$ cat src/rtl/acc_shell_pkg.sv
package acc_shell_pkg;

   typedef enum logic [2:0] {
      RGN_CTRL,
      RGN_IN,
      RGN_OUT,
      RGN_AGG,
      RGN_NONE
   } region_e;

   // reverse the lowest nb bytes of v, zero above them
   function automatic logic [31:0] flip_lanes(input logic [31:0] v, input int nb);
      logic [31:0] r;
      r = '0;
      for (int i = 0; i < 4; i++) begin
         if (i < nb) r[8*i +: 8] = v[8*(nb-1-i) +: 8];
      end
      return r;
   endfunction

   // keep the lowest nb bytes of v, zero above them
   function automatic logic [31:0] low_lanes(input logic [31:0] v, input int nb);
      logic [31:0] r;
      r = '0;
      for (int i = 0; i < 4; i++) begin
         if (i < nb) r[8*i +: 8] = v[8*i +: 8];
      end
      return r;
   endfunction

endpackage

$ cat src/rtl/acc_addr_map.sv
module acc_addr_map
   import acc_shell_pkg::*;
#(
   parameter int N_IN     = 2,
   parameter int N_OUT    = 1,
   parameter int N_ELEM   = 4,
   parameter int AGG_BASE = 256
) (
   input  logic [11:0]  addr,
   output region_e      region,
   output logic [9:0]   idx
);
   localparam logic [9:0] IN_LO  = 10'd1;
   localparam logic [9:0] OUT_LO = 10'(1 + N_IN);
   localparam logic [9:0] OUT_HI = 10'(1 + N_IN + N_OUT);
   localparam logic [9:0] AGG_LO = 10'(AGG_BASE / 4);
   localparam logic [9:0] AGG_HI = 10'(AGG_BASE / 4 + N_ELEM);

   logic [9:0] word;
   assign word = addr[11:2];

   always_comb begin
      region = RGN_NONE;
      idx    = '0;
      if (addr[1:0] != 2'b00) begin
         region = RGN_NONE;
      end else if (word == 10'd0) begin
         region = RGN_CTRL;
      end else if (word < OUT_LO) begin
         region = RGN_IN;
         idx    = word - IN_LO;
      end else if (word < OUT_HI) begin
         region = RGN_OUT;
         idx    = word - OUT_LO;
      end else if (word >= AGG_LO && word < AGG_HI) begin
         region = RGN_AGG;
         idx    = word - AGG_LO;
      end
   end

endmodule

$ cat src/rtl/acc_ctrl.sv
module acc_ctrl (
   input  logic clk,
   input  logic rst_n,
   input  logic start_req,
   input  logic core_done,
   output logic core_start,
   output logic busy,
   output logic done
);

   always_ff @(posedge clk or negedge rst_n) begin
      if (!rst_n) begin
         core_start <= 1'b0;
         busy       <= 1'b0;
         done       <= 1'b0;
      end else begin
         core_start <= 1'b0;
         if (start_req && !busy) begin
            core_start <= 1'b1;
            busy       <= 1'b1;
            done       <= 1'b0;
         end else if (busy && core_done) begin
            busy <= 1'b0;
            done <= 1'b1;
         end
      end
   end

endmodule

$ cat src/rtl/acc_scalar_bank.sv
module acc_scalar_bank
   import acc_shell_pkg::*;
#(
   parameter int               N_IN   = 2,
   parameter int               N_OUT  = 1,
   parameter logic [N_IN-1:0]  IN_BE  = '0,
   parameter logic [N_OUT-1:0] OUT_BE = '0
) (
   input  logic                clk,
   input  logic                rst_n,
   input  logic                in_we,
   input  logic [9:0]          idx,
   input  logic [31:0]         wdata,
   input  logic                capture,
   input  logic [N_OUT*32-1:0] core_out,
   output logic [N_IN*32-1:0]  core_in,
   output logic [N_OUT*32-1:0] out_hold,
   output logic [31:0]         in_rd,
   output logic [31:0]         out_rd
);
   logic [31:0] in_q     [N_IN];
   logic [31:0] in_view  [N_IN];
   logic [31:0] out_q    [N_OUT];
   logic [31:0] out_view [N_OUT];

   for (genvar i = 0; i < N_IN; i++) begin : g_in
      logic [31:0] store_val;
      if (IN_BE[i]) begin : g_swap
         assign store_val  = flip_lanes(wdata, 4);
         assign in_view[i] = flip_lanes(in_q[i], 4);
      end else begin : g_pass
         assign store_val  = wdata;
         assign in_view[i] = in_q[i];
      end

      always_ff @(posedge clk or negedge rst_n) begin
         if (!rst_n) begin
            in_q[i] <= '0;
         end else if (in_we && idx == 10'(i)) begin
            in_q[i] <= store_val;
         end
      end

      assign core_in[32*i +: 32] = in_q[i];
   end

   for (genvar j = 0; j < N_OUT; j++) begin : g_out
      if (OUT_BE[j]) begin : g_swap
         assign out_view[j] = flip_lanes(out_q[j], 4);
      end else begin : g_pass
         assign out_view[j] = out_q[j];
      end

      always_ff @(posedge clk or negedge rst_n) begin
         if (!rst_n) begin
            out_q[j] <= '0;
         end else if (capture) begin
            out_q[j] <= core_out[32*j +: 32];
         end
      end

      assign out_hold[32*j +: 32] = out_q[j];
   end

   always_comb begin
      in_rd = '0;
      for (int i = 0; i < N_IN; i++) begin
         if (idx == 10'(i)) in_rd = in_view[i];
      end
   end

   always_comb begin
      out_rd = '0;
      for (int j = 0; j < N_OUT; j++) begin
         if (idx == 10'(j)) out_rd = out_view[j];
      end
   end

endmodule

$ cat src/rtl/acc_agg_store.sv
module acc_agg_store
   import acc_shell_pkg::*;
#(
   parameter int   N_ELEM     = 4,
   parameter int   ELEM_BYTES = 2,
   parameter logic AGG_BE     = 1'b0,
   localparam int  EPW        = 4 / ELEM_BYTES,
   localparam int  MEM_WORDS  = (N_ELEM + EPW - 1) / EPW,
   localparam int  MEM_AW     = (MEM_WORDS > 1) ? $clog2(MEM_WORDS) : 1
) (
   input  logic              clk,
   input  logic              rst_n,
   input  logic              bus_we,
   input  logic [9:0]        bus_idx,
   input  logic [31:0]       bus_wdata,
   output logic [31:0]       bus_rdata,
   input  logic [MEM_AW-1:0] core_addr,
   input  logic              core_we,
   input  logic [31:0]       core_wdata,
   output logic [31:0]       core_rdata
);
   logic [31:0]       mem [MEM_WORDS];
   logic [MEM_AW-1:0] wsel;
   int                lane;
   logic [31:0]       elem_in;
   logic [31:0]       word_rd;
   logic [31:0]       elem_raw;

   // translate element index into packed word and lane
   if (EPW == 1) begin : g_wide
      assign wsel = MEM_AW'(bus_idx);
      assign lane = 0;
   end else begin : g_packed
      assign wsel = MEM_AW'(bus_idx / 10'(EPW));
      assign lane = int'(bus_idx) % EPW;
   end

   if (AGG_BE) begin : g_swap
      assign elem_in   = flip_lanes(bus_wdata, ELEM_BYTES);
      assign bus_rdata = flip_lanes(elem_raw, ELEM_BYTES);
   end else begin : g_pass
      assign elem_in   = low_lanes(bus_wdata, ELEM_BYTES);
      assign bus_rdata = elem_raw;
   end

   assign word_rd    = mem[wsel];
   assign elem_raw   = low_lanes(word_rd >> (8 * ELEM_BYTES * lane), ELEM_BYTES);
   assign core_rdata = mem[core_addr];

   always_ff @(posedge clk or negedge rst_n) begin
      if (!rst_n) begin
         for (int w = 0; w < MEM_WORDS; w++) mem[w] <= '0;
      end else if (core_we) begin
         mem[core_addr] <= core_wdata;
      end else if (bus_we) begin
         for (int b = 0; b < ELEM_BYTES; b++) begin
            mem[wsel][8*(lane*ELEM_BYTES + b) +: 8] <= elem_in[8*b +: 8];
         end
      end
   end

endmodule

$ cat src/rtl/acc_param_shell.sv
module acc_param_shell
   import acc_shell_pkg::*;
#(
   parameter int               N_IN       = 2,
   parameter int               N_OUT      = 1,
   parameter int               N_ELEM     = 4,
   parameter int               ELEM_BYTES = 2,
   parameter int               AGG_BASE   = 256,
   parameter logic [N_IN-1:0]  IN_BE      = '0,
   parameter logic [N_OUT-1:0] OUT_BE     = '0,
   parameter logic             AGG_BE     = 1'b0,
   localparam int              EPW        = 4 / ELEM_BYTES,
   localparam int              MEM_WORDS  = (N_ELEM + EPW - 1) / EPW,
   localparam int              MEM_AW     = (MEM_WORDS > 1) ? $clog2(MEM_WORDS) : 1
) (
   input  logic                pclk,
   input  logic                presetn,
   input  logic                psel,
   input  logic                penable,
   input  logic                pwrite,
   input  logic [11:0]         paddr,
   input  logic [31:0]         pwdata,
   output logic [31:0]         prdata,
   output logic                pready,
   output logic                pslverr,
   output logic                core_start,
   input  logic                core_done,
   output logic [N_IN*32-1:0]  scalar_in,
   input  logic [N_OUT*32-1:0] scalar_out,
   input  logic [MEM_AW-1:0]   core_mem_addr,
   input  logic                core_mem_we,
   input  logic [31:0]         core_mem_wdata,
   output logic [31:0]         core_mem_rdata
);
   // elaboration-time configuration checks
   if (!(ELEM_BYTES == 1 || ELEM_BYTES == 2 || ELEM_BYTES == 4)) begin : g_bad_elem
      $error("ELEM_BYTES must be 1, 2 or 4");
   end
   if (N_IN < 1 || N_OUT < 1 || N_ELEM < 1) begin : g_bad_count
      $error("each parameter group needs at least one entry");
   end
   if (AGG_BASE % 4 != 0 || AGG_BASE / 4 < 1 + N_IN + N_OUT) begin : g_bad_base
      $error("AGG_BASE must be word aligned and above the scalar registers");
   end
   if (AGG_BASE + 4 * N_ELEM > 4096) begin : g_bad_size
      $error("parameter map exceeds the 4 KB window");
   end

   region_e     region;
   logic [9:0]  idx;
   logic        access;
   logic        wr;
   logic        busy;
   logic        done;
   logic        start_req;
   logic [31:0] in_rd;
   logic [31:0] out_rd;
   logic [31:0] agg_rd;
   logic [N_OUT*32-1:0] out_hold;

   assign access    = psel && penable;
   assign wr        = access && pwrite;
   assign pready    = 1'b1;
   assign pslverr   = access && (region == RGN_NONE);
   assign start_req = wr && (region == RGN_CTRL) && pwdata[0];

   acc_addr_map #(
      .N_IN     (N_IN),
      .N_OUT    (N_OUT),
      .N_ELEM   (N_ELEM),
      .AGG_BASE (AGG_BASE)
   ) u_map (
      .addr   (paddr),
      .region (region),
      .idx    (idx)
   );

   acc_ctrl u_ctrl (
      .clk        (pclk),
      .rst_n      (presetn),
      .start_req  (start_req),
      .core_done  (core_done),
      .core_start (core_start),
      .busy       (busy),
      .done       (done)
   );

   acc_scalar_bank #(
      .N_IN   (N_IN),
      .N_OUT  (N_OUT),
      .IN_BE  (IN_BE),
      .OUT_BE (OUT_BE)
   ) u_scalars (
      .clk      (pclk),
      .rst_n    (presetn),
      .in_we    (wr && region == RGN_IN),
      .idx      (idx),
      .wdata    (pwdata),
      .capture  (busy && core_done),
      .core_out (scalar_out),
      .core_in  (scalar_in),
      .out_hold (out_hold),
      .in_rd    (in_rd),
      .out_rd   (out_rd)
   );

   acc_agg_store #(
      .N_ELEM     (N_ELEM),
      .ELEM_BYTES (ELEM_BYTES),
      .AGG_BE     (AGG_BE)
   ) u_agg (
      .clk        (pclk),
      .rst_n      (presetn),
      .bus_we     (wr && region == RGN_AGG && !busy),
      .bus_idx    (idx),
      .bus_wdata  (pwdata),
      .bus_rdata  (agg_rd),
      .core_addr  (core_mem_addr),
      .core_we    (core_mem_we),
      .core_wdata (core_mem_wdata),
      .core_rdata (core_mem_rdata)
   );

   always_comb begin
      prdata = '0;
      if (access && !pwrite) begin
         case (region)
            RGN_CTRL: prdata = {29'd0, done, busy, 1'b0};
            RGN_IN:   prdata = in_rd;
            RGN_OUT:  prdata = out_rd;
            RGN_AGG:  prdata = agg_rd;
            default:  prdata = '0;
         endcase
      end
   end

endmodule

$ cat config.mk
export PLATFORM = sky130hd
export DESIGN_NAME = acc_param_shell
export DESIGN_NICKNAME = d
export VERILOG_FILES = /design/src/rtl/acc_shell_pkg.sv /design/src/rtl/acc_addr_map.sv /design/src/rtl/acc_ctrl.sv /design/src/rtl/acc_scalar_bank.sv /design/src/rtl/acc_agg_store.sv /design/src/rtl/acc_param_shell.sv
export SDC_FILE = /design/constraint.sdc
export NUM_CORES = 1
export LEC_CHECK = 0
export BUFFER_PORTS_ARGS = -buffer_cell sky130_fd_sc_hd__buf_2
export CAP_MARGIN = 40
export CORE_UTILIZATION = 36
export CTS_CLUSTER_DIAMETER = 60
export DETAILED_ROUTE_END_ITERATION = 12
export PLACE_DENSITY_LB_ADDON = 0.08
export SETUP_SLACK_MARGIN = 0.05
export SLEW_MARGIN = 20
export SYNTH_ARGS = -nofsm -noshare
export SYNTH_HDL_FRONTEND = slang
export SYNTH_HIERARCHICAL = 1
export SYNTH_SLANG_ARGS = --single-unit
export TNS_END_PERCENT = 20
$ cat constraint.sdc
create_clock -name pclk -period 5.4 [get_ports pclk]
set_clock_uncertainty 0.05 [all_clocks]
set_input_delay 0.81 -clock pclk [delete_from_list [all_inputs] [get_ports pclk]]
set_output_delay 0.81 -clock pclk [all_outputs]
set_load 0.02 [all_outputs]
==> impl_results.md <==
* Status: complete, no violations
* Core ar. at 27000 um2
* Peak supply drop at 162 uV
* Cts hold-fix bufs at 0
* Top FF cell, synth: dfrtp_1
* Post-synth EDFFs at 0
* TNS Setup at 0 ns
* Final net count at 1168
* # rows at 60
* R2R cell count at 5
* Initial Utilization at 0.367
* Crit-path max FO at 22
* Vias in the first global route at 7690
* Dominant cells by area after synthesis: dfrtp_1 41%, mux2_2 15%, mux2_4 3.9%
* Relative slew slack at 0.472
* Largest net degree at the start of global routing at between 60 and 70
* DRC Markers at 0
* Unique masters post-synth at 65
* Overall die height at 168 um
* CP endpoint kind: output pin
* CTS Root Cell: clkbuf_16
* All-Layer GR Usage at 0.220
* Fraction of layout cells with a size suffix above 1 at 0.496
* Max clock buf depth at 2
* Worst r2r src: u_ctrl/busy
* CTS tree: yes
* Ys async rst share at 1.00
* Number of CTS-inserted buffers at 17
* Fin. Hold Viols at 0
* Global-route wire length before repair at 47000 um
* Origin of the worst setup path: paddr[4]
* Critical path launch point type: input port
* Clock Sinks at 163
* Largest area contributor in the netlist: dfrtp_1
* Slew Viols, Final at 0
* Max-cap viol count at 0
* Cells after Synth at 824
* Io pins at 247
* Avg Cell Area, Syn at between 10 and 15 um2
* Layout area overhead at 21.7%
* Worst reg-to-reg setup slack at between 2 and 3 ns
* Drt pass-1 iters at 4
* Warnings from Yosys at 6
* Die area at approximately 28000 um2
* Worst EP arrival at 4.20 ns
* Worst-Margin Slew at 0.792 ns
* Vias at 7605
* DR iter-0 viols at 548
* RSZ-0062 raised after global routing: false
* Initial antenna violation count at 5
* Number of synthesized register bits at 163
* Overflow after GRT at 0
* Hold/Removal Path Class: input port to asynchronous set/reset pin
* Top cell type's share of synthesized area at 0.412
* Final Setup Violations at 0
* Reg2reg end: u_agg/mem[2]
* P per Cell Area at 294 nW/um2
* Fmax at ~200 MHz
* Critical Path Sink: prdata[23]
* Time the worst path needs with I/O delays and setup at 5.06 ns
* Clock transition at path regs at approximately 0.08 ns
* WS Path Type: input port to output pin
* # Post-CTS Setup Buffers at 0
* Final wirelength at 30400 um
* Post-Synthesis Cell Area at about 10000 um2
* Mean routed wirelength per cell at between 20 and 25 um
* H-tree depth reported by CTS at 4
* Input/output buffers at 245
* LEAKAGE at 5.97 nW
* Power Total at approximately 3.5 mW
* Period utilisation layout at 0.938
* Register area share after synthesis at 0.412
* Clk_lat worst skew at 0.42 ns
* Post-DRT Antenna Nets at 0
* RD Place Congestion at 0.833
* Req. time, crit path at 4.54 ns
* Via/cell ratio at between 5 and 6
* Post-cts resize count at 0
* Die Wd at 168 um
* HPWL after DPL at around 22000 um
worst max-delay path: stages:
cell and delay, ns:
buf_2 0.11, or4_1 0.68, or4_1 0.45, a21oi_1 0.16, nor3_1 0.06, or4_4 0.59, or3_4 0.45, buf_4 0.28
nor2_1 0.16, a22oi_1 0.12, nor2_1 0.14, buf_2 0.18
how the worst min path moves through the flow:
stage | startpoint | endpoint | cells after the start
final | presetn | u_scalars/out_hold[9] | 1
after detailed placement | u_agg/mem[63] | u_agg/mem[63] | 1
after CTS | presetn | u_scalars/out_hold[9] | 1
after floorplan | u_agg/mem[48] | u_agg/mem[48] | 1
after global placement | u_agg/mem[63] | u_agg/mem[63] | 1
after global routing | presetn | u_scalars/out_hold[9] | 1
metal layers:
layer | global-route usage | routed length [um]
met4 | 0.0566 | 369
met1 | 0.309 | 14400
met3 | 0.0331 | 1170
met2 | 0.352 | 14400
met5 | 0 | 32
report_power, final:
group,internal (mW),switching (mW),total (mW)
clock network,0.790,0.554,1.34
logic,0.404,0.330,0.734
registers,1.38,0.0877,1.46
final cells by class:
cell class / instances / area (um2)
clock inverters: 15 / 218
repair buffers: 275 / 1550
multi-input cells: 581 / 5300
clock buffers: 17 / 425
fillers: 2612 / 14900
well taps: 341 / 427
flip-flops and latches: 163 / 4080
inverters: 9 / 33.8
diodes: 2 / 5.00
sequential cells by signal (all words and copies together), names as in the netlist:
| register | count |
|---|---|
| u_agg/mem | 64 |
| u_ctrl/busy | 1 |
| u_ctrl/core_start | 1 |
| u_ctrl/done | 1 |
| u_scalars/core_in | 64 |
| u_scalars/out_hold | 32 |
cells in the final DEF (no fill, tap or decap), types with 5 or more instances in the layout:
cell type,n
a22oi_1,7
nor2_4,5
clkbuf_16,17
a21o_1,32
mux4_2,17
nor2_1,76
conb_1,17
inv_1,9
and3_1,34
buf_2,244
and2_1,32
mux2i_1,34
a22o_1,32
nand2_1,8
nor3_1,7
a22oi_2,23
buf_12,6
mux2_2,128
a21oi_1,8
dfrtp_1,163
mux2_4,26
buf_4,21
a221o_1,32
Yosys cell counts, drive strengths merged, types with 5 or more instances:
cell type  number
a21oi          10
nor4            5
nor2           81
clkbuf         20
and3           34
mux4           17
a22o           32
mux2          158
nand2           8
dfrtp         163
buf            66
nor3            7
inv             9
and2           33
ha              5
a221o          32
a22oi          30
mux2i          34
a21o           32
kinds of logic after synthesis:
| kind of cell | share of synthesized area |
|---|---|
| multiplexers | 0.263 |
| AND/OR/NAND/NOR | 0.109 |
| flip-flops | 0.412 |
| AO/OA/AOI/OAI | 0.142 |
| buffers and inverters | 0.0634 |
| adder cells (fa/ha/maj) | 0.00734 |
| other | 0.000759 |
| XOR/XNOR | 0.00177 |
stage by stage:
stage / hold WS [ns] / worst slack, ns / utilization / cells / instance area, um2
6_report: 0.335 / 0.337 / 0.447 / 1403 / 12000
5_1_grt: 0.397 / 0.182 / 0.447 / 1402 / 12000
4_1_cts: 0.370 / 0.166 / 0.446 / 1400 / 12000
3_5_place_dp: 0.436 / 0.165 / 0.422 / 1368 / 11400
3_3_place_gp: 0.430 / 0.203 / 0.419 / 1364 / 11300
2_1_floorplan: 0.412 / 0.546 / - / 839 / 9950
No activity file was read; power rests on OpenSTA's default activity.
